===== config.mk =====
export PLATFORM = sky130hd
export DESIGN_NAME = est_status_gen
export DESIGN_NICKNAME = d
export VERILOG_FILES = /design/src/rtl/est_pkg.sv /design/src/rtl/est_susp_timer.sv /design/src/rtl/est_toggle_pair.sv /design/src/rtl/est_resp_fmt.sv /design/src/rtl/est_status_gen.sv
export SDC_FILE = /design/constraint.sdc
export NUM_CORES = 1
export LEC_CHECK = 0
export BUFFER_PORTS_ARGS = -buffer_cell sky130_fd_sc_hd__buf_4
export CAP_MARGIN = 40
export CELL_PAD_IN_SITES_DETAIL_PLACEMENT = 0
export CELL_PAD_IN_SITES_GLOBAL_PLACEMENT = 2
export CORE_ASPECT_RATIO = 0.5
export CORE_MARGIN = 2
export CORE_UTILIZATION = 24
export CTS_CLUSTER_SIZE = 20
export DETAILED_ROUTE_END_ITERATION = 10
export GPL_ROUTABILITY_DRIVEN = 0
export GPL_TIMING_DRIVEN = 0
export PLACE_DENSITY = 0.85
export SYNTH_ARGS = -nofsm -noshare
export SYNTH_HDL_FRONTEND = slang
export SYNTH_SLANG_ARGS = --single-unit

===== constraint.sdc =====
create_clock -name clk -period 2.1 [get_ports clk]
set_input_delay 0.105 -clock clk [delete_from_list [all_inputs] [get_ports clk]]
set_output_delay 0.105 -clock clk [all_outputs]
set_load 0.01 [all_outputs]

===== src/rtl/est_pkg.sv =====
// Shared definitions for the erase status toggle generator.
// Assumes the sequencer drives one of the mode codes below; other codes
// are treated as plain array reads.
package est_pkg;

    typedef enum logic [2:0] {
        EM_IDLE  = 3'd0,
        EM_TMO   = 3'd1,
        EM_ERASE = 3'd2,
        EM_SUSP  = 3'd3,
        EM_SPROG = 3'd4
    } est_mode_e;

    // Bit positions decoded by polling software.
    localparam int unsigned BIT_MAIN = 6;
    localparam int unsigned BIT_TMR  = 3;
    localparam int unsigned BIT_AUX  = 2;

    typedef struct packed {
        logic clr;
        logic flip_aux;
        logic flip_main;
    } est_tgl_cmd_t;

endpackage


===== src/rtl/est_susp_timer.sv =====
// Suspend latency timer: counts cycles spent in the suspended mode and
// reports when the toggle bits should stop. Assumes in_susp drops for at
// least one cycle between separate suspends, which restarts the count.
module est_susp_timer #(
    parameter int unsigned SUSP_LAT = 4
) (
    input  logic clk,
    input  logic rst_n,
    input  logic in_susp,
    output logic halted
);
    localparam int unsigned CW = (SUSP_LAT > 0) ? $clog2(SUSP_LAT + 1) : 1;
    localparam logic [CW-1:0] LAT_C = CW'(SUSP_LAT);

    logic [CW-1:0] cnt;

    // Count suspended cycles up to the latency limit, clear outside suspend.
    always_ff @(posedge clk) begin
        if (!rst_n) begin
            cnt <= '0;
        end else if (!in_susp) begin
            cnt <= '0;
        end else if (cnt != LAT_C) begin
            cnt <= cnt + 1'b1;
        end
    end

    // Halted once the count has reached the latency.
    always_comb halted = in_susp && (cnt == LAT_C);

endmodule


===== src/rtl/est_toggle_pair.sv =====
// Holds the main and auxiliary toggle states. Each bit inverts when its
// flip request is set; clear wins over flip.
module est_toggle_pair
    import est_pkg::*;
(
    input  logic         clk,
    input  logic         rst_n,
    input  est_tgl_cmd_t cmd,
    output logic         t_main,
    output logic         t_aux
);
    logic [1:0] flip;
    logic [1:0] q;

    // Gather the flip requests into a vector indexed like q.
    always_comb flip = {cmd.flip_aux, cmd.flip_main};

    for (genvar i = 0; i < 2; i++) begin : g_tgl
        // One toggle flop: reset and clear to 0, else invert on request.
        always_ff @(posedge clk) begin
            if (!rst_n || cmd.clr) begin
                q[i] <= 1'b0;
            end else if (flip[i]) begin
                q[i] <= ~q[i];
            end
        end
    end

    // Present the two states on named outputs.
    always_comb begin
        t_main = q[0];
        t_aux  = q[1];
    end

endmodule


===== src/rtl/est_resp_fmt.sv =====
// Combinational formatter: from mode, suspend halt, block membership and
// current toggle states, builds the status byte, the array-select flag and
// the toggle update for this cycle. Assumes rd is a single-cycle strobe.
module est_resp_fmt
    import est_pkg::*;
(
    input  est_mode_e    mode,
    input  logic         halted,
    input  logic         in_set,
    input  logic         rd,
    input  logic         t_main,
    input  logic         t_aux,
    output logic [7:0]   stat,
    output logic         arr_sel,
    output est_tgl_cmd_t cmd
);
    logic busy_erase;

    // Erase counts as running in timeout, erase, or within suspend latency.
    always_comb busy_erase = (mode == EM_TMO) || (mode == EM_ERASE) ||
                             ((mode == EM_SUSP) && !halted);

    // Select the response and toggle updates by effective mode.
    always_comb begin
        stat    = 8'h00;
        arr_sel = 1'b0;
        cmd     = '0;
        if (mode == EM_IDLE) begin
            arr_sel = 1'b1;
            cmd.clr = 1'b1;
        end else if (busy_erase) begin
            stat[BIT_MAIN] = t_main;
            stat[BIT_AUX]  = t_aux;
            stat[BIT_TMR]  = (mode != EM_TMO);
            cmd.flip_main  = rd;
            cmd.flip_aux   = rd && in_set;
        end else if (mode == EM_SUSP) begin
            if (in_set) begin
                stat[BIT_MAIN] = 1'b1;
                stat[BIT_AUX]  = t_aux;
                stat[BIT_TMR]  = 1'b1;
                cmd.flip_aux   = rd;
            end else begin
                arr_sel = 1'b1;
            end
        end else if (mode == EM_SPROG) begin
            stat[BIT_MAIN] = t_main;
            stat[BIT_AUX]  = t_aux;
            stat[BIT_TMR]  = 1'b1;
            cmd.flip_main  = rd;
            cmd.flip_aux   = rd;
        end else begin
            arr_sel = 1'b1;
        end
    end

endmodule


===== src/rtl/est_status_gen.sv =====
// Erase status toggle generator top. Registers a status byte or an
// array-select flag one cycle after each read strobe. Assumes NBLK is a
// power of two so every rd_blk value names a block.
module est_status_gen
    import est_pkg::*;
#(
    parameter int unsigned NBLK     = 16,
    parameter int unsigned SUSP_LAT = 4,
    localparam int unsigned BLK_W   = (NBLK > 1) ? $clog2(NBLK) : 1
) (
    input  logic             clk,
    input  logic             rst_n,
    input  logic [2:0]       seq_mode,
    input  logic [NBLK-1:0]  erase_set,
    input  logic             rd_stb,
    input  logic [BLK_W-1:0] rd_blk,
    output logic             rsp_vld,
    output logic [7:0]       rsp_stat,
    output logic             rsp_arr
);
    est_mode_e    mode;
    logic         sus_halted;
    logic         blk_in_set;
    logic         t_main;
    logic         t_aux;
    logic [7:0]   fmt_stat;
    logic         fmt_arr;
    est_tgl_cmd_t tgl_cmd;

    // Decode the mode code and look up the addressed block.
    always_comb begin
        mode       = est_mode_e'(seq_mode);
        blk_in_set = erase_set[rd_blk];
    end

    est_susp_timer #(.SUSP_LAT(SUSP_LAT)) u_timer (
        .clk    (clk),
        .rst_n  (rst_n),
        .in_susp(mode == EM_SUSP),
        .halted (sus_halted)
    );

    est_toggle_pair u_tgl (
        .clk   (clk),
        .rst_n (rst_n),
        .cmd   (tgl_cmd),
        .t_main(t_main),
        .t_aux (t_aux)
    );

    est_resp_fmt u_fmt (
        .mode   (mode),
        .halted (sus_halted),
        .in_set (blk_in_set),
        .rd     (rd_stb),
        .t_main (t_main),
        .t_aux  (t_aux),
        .stat   (fmt_stat),
        .arr_sel(fmt_arr),
        .cmd    (tgl_cmd)
    );

    // Register the response for each read strobe.
    always_ff @(posedge clk) begin
        if (!rst_n) begin
            rsp_vld  <= 1'b0;
            rsp_stat <= 8'h00;
            rsp_arr  <= 1'b0;
        end else begin
            rsp_vld <= rd_stb;
            if (rd_stb) begin
                rsp_stat <= fmt_stat;
                rsp_arr  <= fmt_arr;
            end
        end
    end

endmodule


* Word-level counts from Yosys, hierarchy flattened *
Cells that the tools add are included.

storage, ports and cells
  memories = 0
  logic and storage cells = 51
  output and inout port bits = 10
  bits in read-only memories = 0
  bits in writable memories = 0
  latch bits = 0
  register bits = 10

cells by class
  reductions and logical operators = 10
  shifts and indexed selects = 0
  multiplexer cells = 24
  equality and inequality tests = 7
  bitwise gates (word level) = 2
  div/mod/pow operators = 0
  $add $sub $neg = 1
  order comparisons = 1
  multipliers = 0

operator list
  kind                                                                     count
  2-bit 2-to-1 mux                                                         8
  1-bit 2-to-1 mux                                                         15
  3-bit by 2-bit == test with 1-bit output, second input constant          2
  3-bit == test, second input constant                                     2
  4-bit by 5-bit < comparator with 1-bit output, second input constant     1
  1-bit binary-select mux with 4-bit select                                1
  3-bit by 1-bit adder with 3-bit output, second input constant            1
  3-bit by 1-bit == test with 1-bit output, second input constant          1
  1-bit logical AND                                                        3
  3-bit zero test                                                          1
  1-bit logical OR                                                         3
  3-bit by 1-bit inequality test with 1-bit output, second input constant  1
  3-bit inequality test, second input constant                             1
  1-bit zero test                                                          2
  1-bit inverter                                                           2
  2-bit AND reduction                                                      1

* Depth between registers and ports, before layout *
Gate-level depths: netlist (run 1).

  word-level depth = 7
  depth in mapped cells = 7
  gate-level depth less buffers = 7

* Modules after synthesis *
From an unflattened synthesis (run 1), not the netlist that was laid out.

second synthesis, totals
  cell total of the unflattened synthesis = 86
  area, all modules = 882.1 µm²

modules (own cells, without submodules)
  module           area each (µm²)  instances  cells an instance
  est_status_gen   500.5            1          39
  est_susp_timer   165.2            1          18
  est_resp_fmt     145.1            1          22
  est_toggle_pair  71.3             1          7

* Least setup slack after synthesis (run 1) *
OpenSTA, ideal clock, no wires.

  path type = input -> register
  start = input rd_blk[2]
  end = register u_tgl.q[1] (netlist: u_tgl.t_aux)
  data arrival time = 1,532 ps
  setup slack = 480 ps
  stages on the path = 6
  library setup time = 87 ps
  buffers on the path = 1
  required time = 2,013 ps
  path through = buf_6 > mux4_1 > o22ai_1 > o22ai_2 > mux2_4 > nor4_4

between the ends
  cells in the longest elaborated chain, start to end = 6
  elaborated cells between the ends (all ways) = 7
  classes of those cells = mux (6); reduce/logical (1)

ends and longest elaborated chain
  element                                      RTL line               text
  start: declaration                           est_status_gen.sv:16   input logic [BLK_W-1:0] rd_blk,
  1-bit binary-select mux with 4-bit select *  est_status_gen.sv:33   blk_in_set = erase_set[rd_blk];
  1-bit 2-to-1 mux (not written as such) *     est_status_gen.sv:33
  1-bit 2-to-1 mux                             est_resp_fmt.sv:38     if (in_set) begin
  1-bit 2-to-1 mux                             est_resp_fmt.sv:37     end else if (mode == EM_SUSP) begin
  2-bit 2-to-1 mux *                           est_resp_fmt.sv:31     end else if (busy_erase) begin
  2-bit 2-to-1 mux *                           est_resp_fmt.sv:28     if (mode == EM_IDLE) begin
  end signal: indexed assignment               est_toggle_pair.sv:24  q[i] <= ~q[i];
  end: declaration                             est_toggle_pair.sv:13  logic [1:0] q;

Every way passes the cells marked *; elsewhere a longest branch is shown, timed or not. The select of a mux whose other input is x is not followed.
A chain may end at the register's enable or synchronous reset.

* Worst setup path after layout (run 1) *
Same ends and word-level chain as after synthesis.

==> results.md, run 1 <==
- Post_cts resized: 0
- Synth Register Bits: 10
- Vias per cell: about 4.5
- Max cap viols: 0
- Ys async rst share: 0%
- Total GRT Usage: about 9%
- Hold buffer count at CTS: 0
- DR pass1 iterations: 4
- Max IR drop VDD: around 0.24 mV
- Row cnt: 13
- Post-CTS Setup Bufs: 0
- Crit path arrival time: approximately 1.6 ns
- Depth of the CTS H-tree: 1
- Post-route ant nets: 0
- Fin. max-slew vios: 0
- Sequential fraction of the synthesis area: around 28%
- CP max FO: 6
- Reg power frac: 35.5%
- Clock Path Buffers: 2
- Setup TNS: 0 ns
- Headroom to the max-slew limit: around 64%
- Switching share of total power: 23.7%
- Post-synth cell types: 34
- Number of enable flip-flop cells after synthesis: 0
- Worst-case clock skew: roughly 0.0015 ns
- I/O pin cnt: 36
- Gate power share: between 20% and 30%
- Setup violators final: 0
- Ys flop type: dfxtp_1
- Post-Syn Area: 711 um2
- R2r worst-path depth: 7
- Drc violations: 0
- Fmax: about 680 MHz
- Mapped Cells: 81
- Yosys warns: 0
- Required time worst endpoint: approximately 2.3 ns
- Drt wl/cell: a little over 10 um
- Worst hold path stage count: 3
- TritonCTS clock tree: done
- Leak: between 0.0004 and 0.0005 uW
- Critical Path End Type: flop
- Net Sw Power: roughly 140 uW
- Largest net degree at the start of global routing: 11
- Crit path kind: in -> reg
- Grt met1 use: between 10% and 20%
- Die area: between 3000 and 4000 um2
- Final nets: approximately 140
- Layout cell share with drive strength beyond 1: approximately two fifths
- Worst slew pin tran: between 0.5 and 0.6 ns
- IO buf count: 26
- Sink Count: 10
- Die height: around 42 um
- Min-Delay Path Class: in -> reg
- Initial antenna violation count: 0
- Area delta synth->final: 43.8%
- Period utilization: between 70% and 80%
- Syn avg cell area: around 8.8 um2
- Grt met3 use: 1.29%
- Antenna cell count: 0
- Int Pwr: 440 uW
- Worst skew pair latency: approximately 0.24 ns
- Detailed Place HPWL: between 1 and 1.5 mm
- Hold slack: roughly 0.17 ns
- Worst-path clk slew: 0.05 ns
- Global routing's busiest layer: met2
- RSZ-0062 raised after global routing: false
- Layout Utilization: 37.9%
- Pwr dens: around 560 nW/um2
- Clock share of power: 42.2%
- Post-Route WL: between 1.5 and 2 mm
- Overflow left after global routing: 0
- CP startpoint kind: input port
- Status: complete, no violations
- 1st-iter DRT viols: 56
- Vias in the first global route: slightly below 600
- Via count: slightly below 700
- Die Span X: 81.0 um
- Clock tree root driver cell: clkbuf_8
- Core area: approximately 2700 um2
- Met2 usage: between 10% and 20%
- TritonCTS Buffers: 3
- Fin. Hold Viols: 0
- Min Tclk post-route: around 1.5 ns
- First-pass GRT wire length: roughly 2.4 mm
- Starting Density: 26.3%
[synth_stat cells (2+ instances only)]
| master | instances | area share, % |
|---|---|---|
| dfxtp_1 | 10 | 28 |
| nand2_1 | 8 | 4.2 |
| o21ai_0 | 4 | 2.8 |
| nor2_1 | 8 | 4.2 |
| clkbuf_1 | 2 | 1.1 |
| nand2b_1 | 3 | 2.6 |
| ha_1 | 2 | 3.5 |
| xnor2_1 | 2 | 2.5 |
| a21oi_1 | 2 | 1.4 |
| o22ai_1 | 2 | 1.8 |
| buf_4 | 5 | 5.3 |
| nor3_1 | 3 | 2.1 |
| inv_1 | 2 | 1.1 |
| nand3_1 | 4 | 2.8 |
| mux2_2 | 4 | 6.3 |
| mux4_1 | 2 | 7.4 |
[critical path, cell delays in order]
cell and delay [ns]:
buf_6 0.10, mux4_1 0.54, o22ai_1 0.20, o22ai_2 0.15, mux2_4 0.34, nor4_4 0.19
[cells in the final DEF (no fill, tap or decap), drive strengths merged, types with 2 or more instances in the layout]
cell type / synthesis / final
a21oi: 2 / 2
buf: 7 / 33
clkbuf: 2 / 6
conb: 1 / 5
dfxtp: 10 / 10
ha: 2 / 2
inv: 2 / 2
mux2: 5 / 5
mux4: 2 / 2
nand2: 8 / 8
nand2b: 3 / 3
nand3: 4 / 4
nor2: 8 / 8
nor3: 3 / 3
o21ai: 5 / 5
o22ai: 3 / 3
xnor2: 2 / 2
[flip-flops by register name (all words and copies together), names as in the netlist]
| name | cells |
|---|---|
| u_tgl.t_aux | 1 |
| rsp_vld | 1 |
| u_timer.cnt | 3 |
| u_tgl.t_main | 1 |
| rsp_stat | 3 |
| rsp_arr | 1 |
[final timing paths]
check	from	endpoint	slack [ns]
hold / removal	seq_mode[2]	rsp_stat[3]	0.17
hold reg to reg	rsp_stat[2]	rsp_stat[2]	0.48
setup / recovery	rd_blk[2]	u_tgl.t_aux	0.62
setup reg to reg	u_timer.cnt[0]	rsp_arr	0.69
[power by group through the flow]
stage                     combinational [uW]  clock (uW)  sequential [uW]
after floorplan                         77.7           0              210
after global placement                   130           0              208
after detailed placement                 130           0              208
after CTS                                130         252              204
after global routing                     141         265              205
final                                    129         243              205
[cell families (layout without fill, tap and decap cells)]
family,after synthesis,after routing,share of synthesized area [%]
simple gates,32,32,23.8
compound gates,16,16,16.2
flops,10,10,28.2
xor+xnor,2,2,2.47
other cells,1,5,0.528
mux,7,7,15.8
buf+inv,11,41,9.51
fa+ha+maj,2,2,3.52
[per-layer routing]
metal / part of all wire (%) / wire (um)
met5: 0 / 0
met1: 45 / 701
met4: 1.5 / 23
met2: 46 / 712
met3: 7.0 / 108
[through the flow]
stage	instances	power [uW]	cell area, um2	setup slack (ns)
6_report	152	577	1020	0.625
3_5_place_dp	148	338	967	0.372
4_1_cts	152	586	1020	0.625
2_1_floorplan	85	287	726	0.480
3_3_place_gp	148	338	967	0.366
5_1_grt	152	611	1020	0.555
[area by class of cell]
type                            count  area [um2]
Buffer                              9        60.1
Clock buffer                        4        55.1
Multi-Input combinational cell     64         458
Sequential cell                    10         200
Timing Repair Buffer               26         195
Tap cell                           37        46.3
Inverter                            2        7.51
Fill cell                         288        1680
Power figures use the tool's default switching activity.
==> inputs of run 2 (changes only) <==
clock period = 1.5 ns   (was 2.1 ns; I/O delays follow)
==> run 2 against run 1 <==
- critical path depth increased by 1
- combinational power rose by 47%
- clock power rose by 42%
- final cell count unchanged
- critical endpoint is now rsp_arr
- clock skew is 0.0055 ns higher
- total power increased by 43%
- die area unchanged
- first-iteration DRC count is 70% lower
- worst hold slack got worse by 0.031 ns
- largest power group unchanged
- wire length grew 6.5%
- sequential share of layout area fell by 0.14 points
- utilization grew 0.28 points
==> results.md, run 2 (synthesis gave the netlist of run 1 again) <==
- Biggest regs: rsp_stat: 3 flops, u_timer.cnt: 3 flops
- Fin. Hold Viols: 0
- Net Sw Power: a little over 200 uW
- Detailed Place HPWL: about 1.3 mm
- Crit path from: u_timer.cnt[0]
- Int Pwr: between 600 and 700 uW
- Pwr dens: ~800 nW/um2
- Post-route ant nets: 0
- Total GRT Usage: around 10%
- I/O pin cnt: 36
- Met2 WL: 718 um
- Period utilization: between 90% and 100%
- Drc violations: 0
- Routed length on met3: about 200 um
- Max IR drop VDD: roughly 0.35 mV
- Fin. max-slew vios: 0
- Starting Density: 26.3%
- Gate power share: a little under a quarter
- Most common cell after layout, fill and taps aside: buf_4
- Overflow left after global routing: 0
- Headroom to the max-slew limit: around 60%
- CP startpoint kind: flop
- PnR worst setup slack: between 0.1 and 0.15 ns
- Vias in the first global route: 626
- Sink Count: 10
- Worst slew pin tran: roughly 0.57 ns
- Setup violators final: 0
- Initial antenna violation count: 0
- Depth of the CTS H-tree: 1
- Hold slack: around 0.14 ns
- TritonCTS Buffers: 3
- Die height: 42.5 um
- Worst-path clk slew: ~0.050 ns
- Area delta synth->final: 44.9%
- Largest net degree at the start of global routing: 11
- Drt wl/cell: ~11 um
- Place WS: -0.0816 ns
- Antenna cell count: 0
- Final nets: approximately 140
- Post-Route WL: ~1.6 mm
- Fmax: between 700 and 800 MHz
- M1 WL: 705 um
- Worst skew pair latency: between 0.2 and 0.25 ns
- Top Metal Used: met4
- Row cnt: 13
- Post-CTS Setup Bufs: 0
- Max cap viols: 0
- # fillers: a little under 300
- TritonCTS clock tree: done
- Setup TNS: 0 ns
- Leak: roughly 0.00044 uW
- Clock share of power: a little over two fifths
- Status: complete, no violations
- Die Span X: about 81 um
- Hold Crit Start: seq_mode[2]
- 1st-iter DRT viols: 17
- Worst R2R Start: u_timer.cnt[0]
- DR pass1 iterations: 4
- Most frequent cells in the layout: buf_4 (31), dfxtp_1 (10), nand2_1 (8)
- Required time worst endpoint: around 1.7 ns
- Vias per cell: 4.45
- Layout cell share with drive strength beyond 1: around 43%
- Via count: 676
- Min-Delay Path Class: in -> reg
- Clock tree root driver cell: clkbuf_8
- Core area: ~2700 um2
- Crit path arrival time: 1.56 ns
- Min Tclk post-route: approximately 1.4 ns
- Die area: 3440 um2
- Clock Path Buffers: 2
- Crit path kind: reg -> reg
- CP max FO: 5
- First-pass GRT wire length: around 2.6 mm
- Worst-case clock skew: roughly 0.0070 ns
- Critical Path End Type: flop
- IO buf count: 26
- Reg power frac: 34.8%
- Switching share of total power: 24.6%
## run 2: cell counts in the layout (fill, tap and decap cells not counted)
Identical to the previous run, type by type.
## run 2: metal layers
layer | vias up | track usage (%)
li1 | 346 | -
met1 | 301 | 11.2
met2 | 27 | 17.0
met3 | 2 | 3.45
met4 | 0 | 4.07
met5 | - | 0
## run 2: final cells by class
| cell class | instances | area (um2) | area share [%] |
|---|---|---|---|
| Buffer | 9 | 63.8 | 6.20 |
| Multi-Input combinational cell | 64 | 462 | 44.8 |
| Timing Repair Buffer | 26 | 195 | 19.0 |
| Sequential cell | 10 | 200 | 19.4 |
| Inverter | 2 | 7.51 | 0.729 |
| Clock buffer | 4 | 55.1 | 5.35 |
| Tap cell | 37 | 46.3 | 4.50 |
## run 2: power by group through the flow
stage          logic (uW)  registers (uW)  clock network, uW
6_report              190             286                346
5_1_grt               207             287                369
4_1_cts               190             286                352
3_5_place_dp          189             291                  0
3_3_place_gp          188             291                  0
2_1_floorplan         113             293                  0
## run 2: through the flow
stage	util, %	cell area, um2	power [uW]	std cells
2_1_floorplan	-	728	407	85
3_3_place_gp	35.9	970	479	148
3_5_place_dp	35.9	970	480	148
4_1_cts	38.0	1020	828	152
5_1_grt	38.1	1030	863	152
6_report	38.1	1030	822	152
## run 2: final timing paths
path,to,slack (ns),depth (start not counted)
setup reg to reg,rsp_arr,0.13,7
setup / recovery,rsp_arr,0.13,7
hold reg to reg,rsp_stat[2],0.48,2
hold / removal,rsp_stat[3],0.14,3
## run 2: critical path, cell delays in order, from the launching register on
cell and delay (ns):
dfxtp_1 0.33, inv_1 0.07, ha_2 0.21, nand4_1 0.11, nand3_1 0.12, nor2_2 0.06
a41oi_2 0.26, o211a_1 0.17
## run 2: what timing repair did
item / in CTS / in global routing
hold buffers: 0 / 0
resized for setup: 0 / 2
endpoints found under the setup margin: 0 / 4
